--- src/rtl/hsbuf_pkg.sv ---
// Shared types for the single-word handshake buffer.
// Assumes: nothing beyond a synthesizable two-bit encoding.
package hsbuf_pkg;

    // Occupancy and offer phase of the holding register, seen from the consumer side.
    typedef enum logic [1:0] {
        OS_EMPTY = 2'd0,  // no unread word held
        OS_OFFER = 2'd1,  // word held, request to consumer raised
        OS_DRAIN = 2'd2   // request dropped, waiting for consumer grant to fall
    } out_state_t;

endpackage

--- src/rtl/hsbuf_in_ctl.sv ---
// Producer-side controller: issues the grant and the capture strobe.
// Assumes: prod_req changes only on falling edges; slot_free comes from the
// consumer-side controller and is valid before each rising edge.
module hsbuf_in_ctl (
    input  logic clk,
    input  logic rst_n,
    input  logic prod_req,
    input  logic slot_free,
    output logic prod_gnt,
    output logic load,
    output logic store
);

    logic gnt_q;

    // Capture happens on the edge that raises the grant.
    assign load     = prod_req & ~gnt_q & slot_free;
    // Request withdrawn while granted: the word is now committed.
    assign store    = gnt_q & ~prod_req;
    assign prod_gnt = gnt_q;

    // Grant flop: set on capture, cleared once the producer lets go.
    always_ff @(posedge clk) begin
        if (!rst_n)     gnt_q <= 1'b0;
        else if (load)  gnt_q <= 1'b1;
        else if (store) gnt_q <= 1'b0;
    end

endmodule

--- src/rtl/hsbuf_out_ctl.sv ---
// Consumer-side controller: tracks occupancy and drives the consumer request.
// Assumes: cons_gnt changes only on falling edges, and the consumer follows the
// four-phase order (grant up after request, grant down after request drops).
module hsbuf_out_ctl
    import hsbuf_pkg::*;
(
    input  logic clk,
    input  logic rst_n,
    input  logic store,
    input  logic cons_gnt,
    output logic cons_req,
    output logic slot_free
);

    out_state_t st_q, st_d;

    // Free when empty, or when the read completes on this very edge.
    assign slot_free = (st_q == OS_EMPTY) || ((st_q == OS_DRAIN) && !cons_gnt);
    assign cons_req  = (st_q == OS_OFFER);

    // Next-phase selection for the consumer exchange.
    always_comb begin
        st_d = st_q;
        unique case (st_q)
            OS_EMPTY: if (store)     st_d = OS_OFFER;
            OS_OFFER: if (cons_gnt)  st_d = OS_DRAIN;
            OS_DRAIN: if (!cons_gnt) st_d = OS_EMPTY;
            default:                 st_d = OS_EMPTY;
        endcase
    end

    // Phase register.
    always_ff @(posedge clk) begin
        if (!rst_n) st_q <= OS_EMPTY;
        else        st_q <= st_d;
    end

endmodule

--- src/rtl/hsbuf_word_reg.sv ---
// Holding register for one data word.
// Assumes: load is asserted only when the register holds no unread word.
module hsbuf_word_reg #(
    parameter int DATA_W = 16
) (
    input  logic              clk,
    input  logic              rst_n,
    input  logic              load,
    input  logic [DATA_W-1:0] d,
    output logic [DATA_W-1:0] q
);

    // Capture the producer word when strobed.
    always_ff @(posedge clk) begin
        if (!rst_n)    q <= '0;
        else if (load) q <= d;
    end

endmodule

--- src/rtl/handshake_buffer.sv ---
// Top level: one-word buffer between two interlocked four-phase handshakes.
// Assumes: both neighbours share clk and change their outputs on falling edges.
module handshake_buffer #(
    parameter int DATA_W = 16
) (
    input  logic              clk,
    input  logic              rst_n,
    input  logic [DATA_W-1:0] prod_data,
    input  logic              prod_req,
    output logic              prod_gnt,
    output logic [DATA_W-1:0] cons_data,
    output logic              cons_req,
    input  logic              cons_gnt
);

    logic load, store, slot_free;

    hsbuf_in_ctl u_in (
        .clk       (clk),
        .rst_n     (rst_n),
        .prod_req  (prod_req),
        .slot_free (slot_free),
        .prod_gnt  (prod_gnt),
        .load      (load),
        .store     (store)
    );

    hsbuf_out_ctl u_out (
        .clk       (clk),
        .rst_n     (rst_n),
        .store     (store),
        .cons_gnt  (cons_gnt),
        .cons_req  (cons_req),
        .slot_free (slot_free)
    );

    hsbuf_word_reg #(.DATA_W(DATA_W)) u_reg (
        .clk   (clk),
        .rst_n (rst_n),
        .load  (load),
        .d     (prod_data),
        .q     (cons_data)
    );

endmodule

--- config.mk ---
export PLATFORM = sky130hd
export DESIGN_NAME = handshake_buffer
export DESIGN_NICKNAME = d
export VERILOG_FILES = /design/src/rtl/hsbuf_pkg.sv /design/src/rtl/hsbuf_in_ctl.sv /design/src/rtl/hsbuf_out_ctl.sv /design/src/rtl/hsbuf_word_reg.sv /design/src/rtl/handshake_buffer.sv
export SDC_FILE = /design/constraint.sdc
export NUM_CORES = 1
export LEC_CHECK = 0
export BUFFER_PORTS_ARGS = -buffer_cell sky130_fd_sc_hd__buf_2
export CAP_MARGIN = 20
export CORE_MARGIN = 5
export CORE_UTILIZATION = 44
export DETAILED_ROUTE_END_ITERATION = 8
export MAX_ROUTING_LAYER = met4
export PLACE_DENSITY = 0.79
export SLEW_MARGIN = 20
export SYNTH_ARGS = -nofsm -noshare
export SYNTH_HDL_FRONTEND = slang
export SYNTH_SLANG_ARGS = --single-unit
export TNS_END_PERCENT = 10
--- constraint.sdc ---
create_clock -name clk -period 2.5 [get_ports clk]
set_input_delay 0.25 -clock clk [delete_from_list [all_inputs] [get_ports clk]]
set_output_delay 0.25 -clock clk [all_outputs]
set_load 0.005 [all_outputs]
==> flow_summary.ini, run 1 <==
[run_status]
outcome = completed

[route]
wl_per_cell_um = 10.9
initialDrtViolationCount = 6
drt-pass1-iter-count = 3
avgViaCountPerCell = 4.49
drcViolationCount = 0
num_vias = 647
antenna_left = 0
wirelength_um = 1560

[timing]
tightest_slew_ns = 0.541
skew_ns = 0.00345
maxSlewViolCount = 0
rsz0062_at_grt = no
slew_headroom_pct = 63.9
fin_ws_ns = 1.19
finalSetupTns_ns = 0
min_period_ns = 1.31
setup_viol = 0
fin_crit_sh_pct = 52.5
hold_viol = 0
timing.fmax_ghz = 0.761

[synthesis]
synthDistinctLibCells = 15
synth.area.top_cells = dfxtp_1 (49%), mux2i_1 (20%), nand2_1 (15%)
synth_fp_nets = 103
syn_area_sq_um = 782
yosysTopAreaCell = dfxtp_1
syn_avg_cell_area_sq_um = 9.42
yosys_warnings = 0
synth-seq-cells = 19
synthCells = 83
yosysTopAreaCellShare_pct = 48.6
seq_area_frac_synth_pct = 48.6

[power]
clkPwrFrac_pct = 26.1
leakage_nw = 0.519
p_comb_share_pct = 15.3
ir_worst_vdd_uv = 289
switchingPower_mw = 0.141
p_seq_share_pct = 58.5
power_density_nw_per_um2 = 576
power.total_mw = 0.569
switching_share_pct = 24.8
p_int_mw = 0.428

[floorplanning]
rows = 15
core_sq_um = 1710
start_util_pct = 45.8
ios = 38
design.die.area_sq_um = 2720
die_w_um = 52.2
die_h_um = 52.2

[global_route]
first_global_vias = 646
antenna_found_initial = 0
grt_pass1_wl_um = 2450
grt_start_max_net_pins = 36
grt_overflow = 0
grt_usage_pct = 12.4

[setup_path]
cp_max_fo = 4
startpoint_type = register
cp.arrival_ns = 1.06
critPathCaptureType = output pin
cp_cell_sequence = and2b_2 -> buf_2
cp.required_ns = 2.25
cpPeakStageDelay_ns = 0.42
crit_slowest_cell = dfxtp_1
setup.worst_path.class = register to output pin

[clock_network]
cts_setup_buffers = 0
clock_sinks = 19
cts-htree-levels = 1
cts_tree = yes
cts_resized = 0
clock_latency_ns = 0.29
clk_path_buf_depth = 2
ctsHoldBuffers = 0
root_buffer = clkbuf_4
cts_buffers = 3
clk_pin_slew_ns = 0.10

[placed_design]
finalWeightedCongestion = 0.663
numPortBuffers = 37
placed_cell_area_sq_um = 960
dp_slack_ns = 1.22
place_hpwl_um = 1160

[final_layout]
n_antenna_cell = 0
nFillCells = 166
nets = 140
drive_above_1_share_pct = 37.0
area_delta_synth_final_pct = 26.2
fin_util_pct = 57.8
fin_area_sq_um = 987

[min_path]
min_path_type = primary input to register

[flow_run]
cap_viol_max_count = 0
[Yosys cell counts]
library cell,instances
and2b_2,1
nor3b_1,2
and3b_1,1
a21oi_2,1
buf_12,1
mux2i_1,16
and3_1,1
inv_1,1
o211a_1,1
a21oi_1,1
dfxtp_1,19
nand2_1,32
clkbuf_1,4
buf_6,1
xor2_1,1
[layout make-up]
type / instances / area (sq um) / share of cell area, %
Inverter: 1 / 3.75 / 0.380
Timing Repair Buffer: 38 / 193 / 19.5
Multi-Input combinational cell: 57 / 352 / 35.6
Tap cell: 25 / 31.3 / 3.17
Clock buffer: 3 / 22.5 / 2.28
Clock inverter: 1 / 5.00 / 0.507
Sequential cell: 19 / 380 / 38.5
[critical path, delay by kind of cell (launching register included)]
family,cells,cell delay (ns)
DFF,1,0.42
and+or+nand+nor,1,0.23
buffers and inverters,1,0.12
[stage by stage]
step	std cells	hold WS (ns)
2_1_floorplan	83	0.383
3_3_place_gp	140	0.441
3_5_place_dp	140	0.444
4_1_cts	144	0.174
5_1_grt	144	0.184
6_report	144	0.189
[state kept, by name, indices dropped and copies added, names as in the netlist]
| name | cells |
|---|---|
| u_out.st_q | 2 |
| u_in.prod_gnt | 1 |
| u_reg.q | 16 |
[cells in the final DEF, fill, tap and decap left out]
cell and n:
and3_1 1, a21oi_1 1, mux2i_1 16, clkinv_2 1
dfxtp_1 19, nor3b_1 2, o211a_1 1, and3b_1 1
and2b_2 1, buf_4 1, a21oi_2 1, nand2_1 32
xor2_1 1, buf_2 37, clkbuf_4 3, inv_1 1
[metal layers]
layer / track usage [%] / share of wire (%) / vias up
li1: - / - / 338
met1: 12.8 / 45 / 284
met2: 22.2 / 47 / 23
met3: 2.58 / 7.6 / 2
met4: 6.38 / 0.45 / 0
met5: - / 0 / -
[final timing paths]
| check | startpoint | end | slack, ns | cells after the start |
|---|---|---|---|---|
| setup / recovery | u_out.st_q[1] | cons_req | 1.19 | 2 |
| hold / removal | prod_data[10] | u_reg.q[10] | 0.19 | 3 |
| setup reg to reg | u_out.st_q[1] | u_reg.q[7] | 1.23 | 4 |
| hold reg to reg | u_reg.q[13] | u_reg.q[13] | 0.45 | 2 |
[power by group through the flow]
stage	sequential, mW	combinational (mW)	clock, mW
floorplan	0.341	0.0535	0
global placement	0.339	0.0859	0
detailed placement	0.339	0.0889	0
CTS	0.333	0.0892	0.159
global route	0.335	0.0986	0.169
finish	0.333	0.0873	0.149
[cell families (layout without fill, tap and decap cells)]
group	Yosys count	in the layout	synth area share [%]
buffers and inverters	7	43	6.40
and+or+nand+nor	37	37	20.3
xor gates and xnor gates	1	1	1.12
DFF	19	19	48.6
AOI/OAI and AO/OA	3	3	3.04
muxes	16	16	20.5
Power figures use the tool's default switching activity.
==> run 2, diff against run 1 <==
--- a/config.mk
+++ b/config.mk
@@ -8,10 +8,10 @@
 export BUFFER_PORTS_ARGS = -buffer_cell sky130_fd_sc_hd__buf_2
 export CAP_MARGIN = 20
 export CORE_MARGIN = 5
-export CORE_UTILIZATION = 44
+export CORE_UTILIZATION = 39
 export DETAILED_ROUTE_END_ITERATION = 8
 export MAX_ROUTING_LAYER = met4
-export PLACE_DENSITY = 0.79
+export PLACE_DENSITY = 0.74
 export SLEW_MARGIN = 20
 export SYNTH_ARGS = -nofsm -noshare
 export SYNTH_HDL_FRONTEND = slang
==> constraint.sdc (replaced) <==
create_clock -name clk -period 1.1 [get_ports clk]
set_input_delay 0.11 -clock clk [delete_from_list [all_inputs] [get_ports clk]]
set_output_delay 0.11 -clock clk [all_outputs]
set_load 0.005 [all_outputs]
==> run 2 against run 1 <==
The flow now finishes with violations (negative setup slack). Total power rose by 130%. Sequential share of layout area fell by 2.6 points. Clock-buffer cell count did not move. Register-to-register slack got worse by 1.3 ns. Cell area rose by 7.9%. Clock power rose by 130%. Setup slack got worse by 1.3 ns. Sequential cell count did not move. Global-route usage rose by 0.39 points. Sequential power rose by 130%. Via count rose by 2.6%. Critical path type unchanged. Highest routed layer unchanged.
==> flow_summary.ini, run 2 (synthesized netlist as in run 1, its figures left out) <==
[run_status]
outcome = finished with violations
failed_checks = negative setup slack

[global_route]
grt_start_max_net_pins = 36
grt_pass1_wl_um = 2620
antenna_found_initial = 0
grt_overflow = 0
grt_usage_pct = 12.8
first_global_vias = 637

[route]
wl_per_cell_um = 11.0
wl_met3_um = 190
drcViolationCount = 0
avgViaCountPerCell = 4.40
num_vias = 664
antenna_left = 0
initialDrtViolationCount = 12
drt-pass1-iter-count = 4
wl_met1_um = 731
route.met2.wl_um = 725
wirelength_um = 1660
dr.max_layer_used = met4

[min_path]
worst_hold_path.endpoint = u_reg.q[0]
min_path_type = primary input to register
hp-start = prod_data[0]
holdPathStages = 3

[final_layout]
top_register = u_reg.q
nets = 145
area_delta_synth_final_pct = 36.2
ff_latch_area_sq_um = 383
fin_util_pct = 54.8
fin_area_sq_um = 1060
largest_reg_flops = 16
nFillCells = 187
multiInputGateArea_sq_um = 353
final_cells = 151
drive_above_1_share_pct = 41.9
mostFrequentLayoutCell = buf_2
n_antenna_cell = 0
final_cell_mix = buf_2 (36), nand2_1 (32), dfxtp_1 (17)

[floorplanning]
ios = 38
die_h_um = 54.8
rows = 16
design.die.area_sq_um = 3000
start_util_pct = 40.3
core_sq_um = 1940
die_w_um = 54.8

[setup_path]
critical_path.top_delay_family = flip-flops
path_buf_inv = 2
setup.worst_path.class = register to output pin
cp_max_fo = 2
r2r_start = u_out.st_q[1]
critPathCaptureType = output pin
cp_cell_sequence = buf_6 -> and2b_2 -> buf_6
cpPeakStageDelay_ns = 0.36
rr_worst_depth = 4
startpoint_type = register
cp.arrival_ns = 1.06
cp.required_ns = 0.99
crit_slowest_cell = dfxtp_2
r2r_setup_slack_ns = -0.02
rr_endpoint = u_reg.q[13]
cpMostUsedCell = buf_6

[placed_design]
place_hpwl_um = 1240
numPortBuffers = 37
finalWeightedCongestion = 0.689
placed_cell_area_sq_um = 1000
dp_slack_ns = -0.0160
placed_cells = 146

[timing]
slew_headroom_pct = 91.5
finalSetupTns_ns = -0.160
setup_viol = 12
hold_viol = 0
skew_ns = 0.00660
min_period_ns = 1.17
timing.hold.ws_ns = 0.0452
fin_crit_sh_pct = 107
rsz0062_at_grt = yes
tightest_slew_ns = 0.125
fin_ws_ns = -0.0731
maxSlewViolCount = 0
timing.fmax_ghz = 0.852

[clock_network]
cts_buffers = 3
clock_sinks = 19
clock_latency_ns = 0.29
clk_path_buf_depth = 2
cts-htree-levels = 1
cts_tree = yes
ctsHoldBuffers = 0
clk_pin_slew_ns = 0.11
root_buffer = clkbuf_4

[power]
power.total_mw = 1.33
ir_worst_vdd_uv = 683
power_density_nw_per_um2 = 1250
leakage_nw = 0.554

[flow_run]
cap_viol_max_count = 0
[run 2: cell count changes in the layout (fill, tap and decap cells not counted)]
cell,change
buf_6,+5
buf_2,-1
buf_12,+1
and3b_1,-1
dfxtp_1,-2
and3b_2,+1
dfxtp_2,+2
[run 2: final cells by class]
class	instances	share of cell area, %
Clock buffer	3	2.12
Inverter	1	0.353
Clock inverter	1	0.470
Sequential cell	19	36.0
Timing Repair Buffer	43	24.8
Tap cell	27	3.17
Multi-Input combinational cell	57	33.1
[run 2: how the worst max path moves through the flow]
stage | start | slack (ns) | end | cells after the start
after floorplan | u_out.st_q[1] | -0.01 | u_reg.q[10] | 5
after global placement | u_out.st_q[1] | 0.04 | u_reg.q[6] | 4
after detailed placement | u_out.st_q[1] | -0.02 | u_reg.q[13] | 4
after CTS | u_out.st_q[1] | -0.08 | cons_req | 3
after global routing | u_out.st_q[1] | -0.13 | cons_req | 3
final | u_out.st_q[1] | -0.07 | cons_req | 3
[run 2: what timing repair did]
| action | 4_1_cts | 5_1_grt |
|---|---|---|
| resized for setup | 4 | 4 |
| pin swaps | 0 | 0 |
| setup endpoints to repair | 17 | 17 |
| setup buffers | 1 | 0 |
[run 2: worst min-delay path, delay by kind of cell]
family                 cells  cell delay [ns]
muxes                      1             0.05
buffers and inverters      1             0.10
and+or+nand+nor            1             0.04
[run 2: report_power, final]
part / total [mW] / switching, mW / leakage, nW / internal, mW
combinational: 0.228 / 0.103 / 0.379 / 0.126
clock: 0.347 / 0.212 / 0.0177 / 0.135
sequential: 0.755 / 0.0217 / 0.157 / 0.733
total: 1.33 / 0.336 / 0.554 / 0.994
[run 2: routing by layer]
| layer | up-vias | GRT usage, % |
|---|---|---|
| li1 | 349 | - |
| met1 | 285 | 16.5 |
| met2 | 28 | 17.9 |
| met3 | 2 | 3.27 |
| met4 | 0 | 7.47 |
| met5 | - | - |
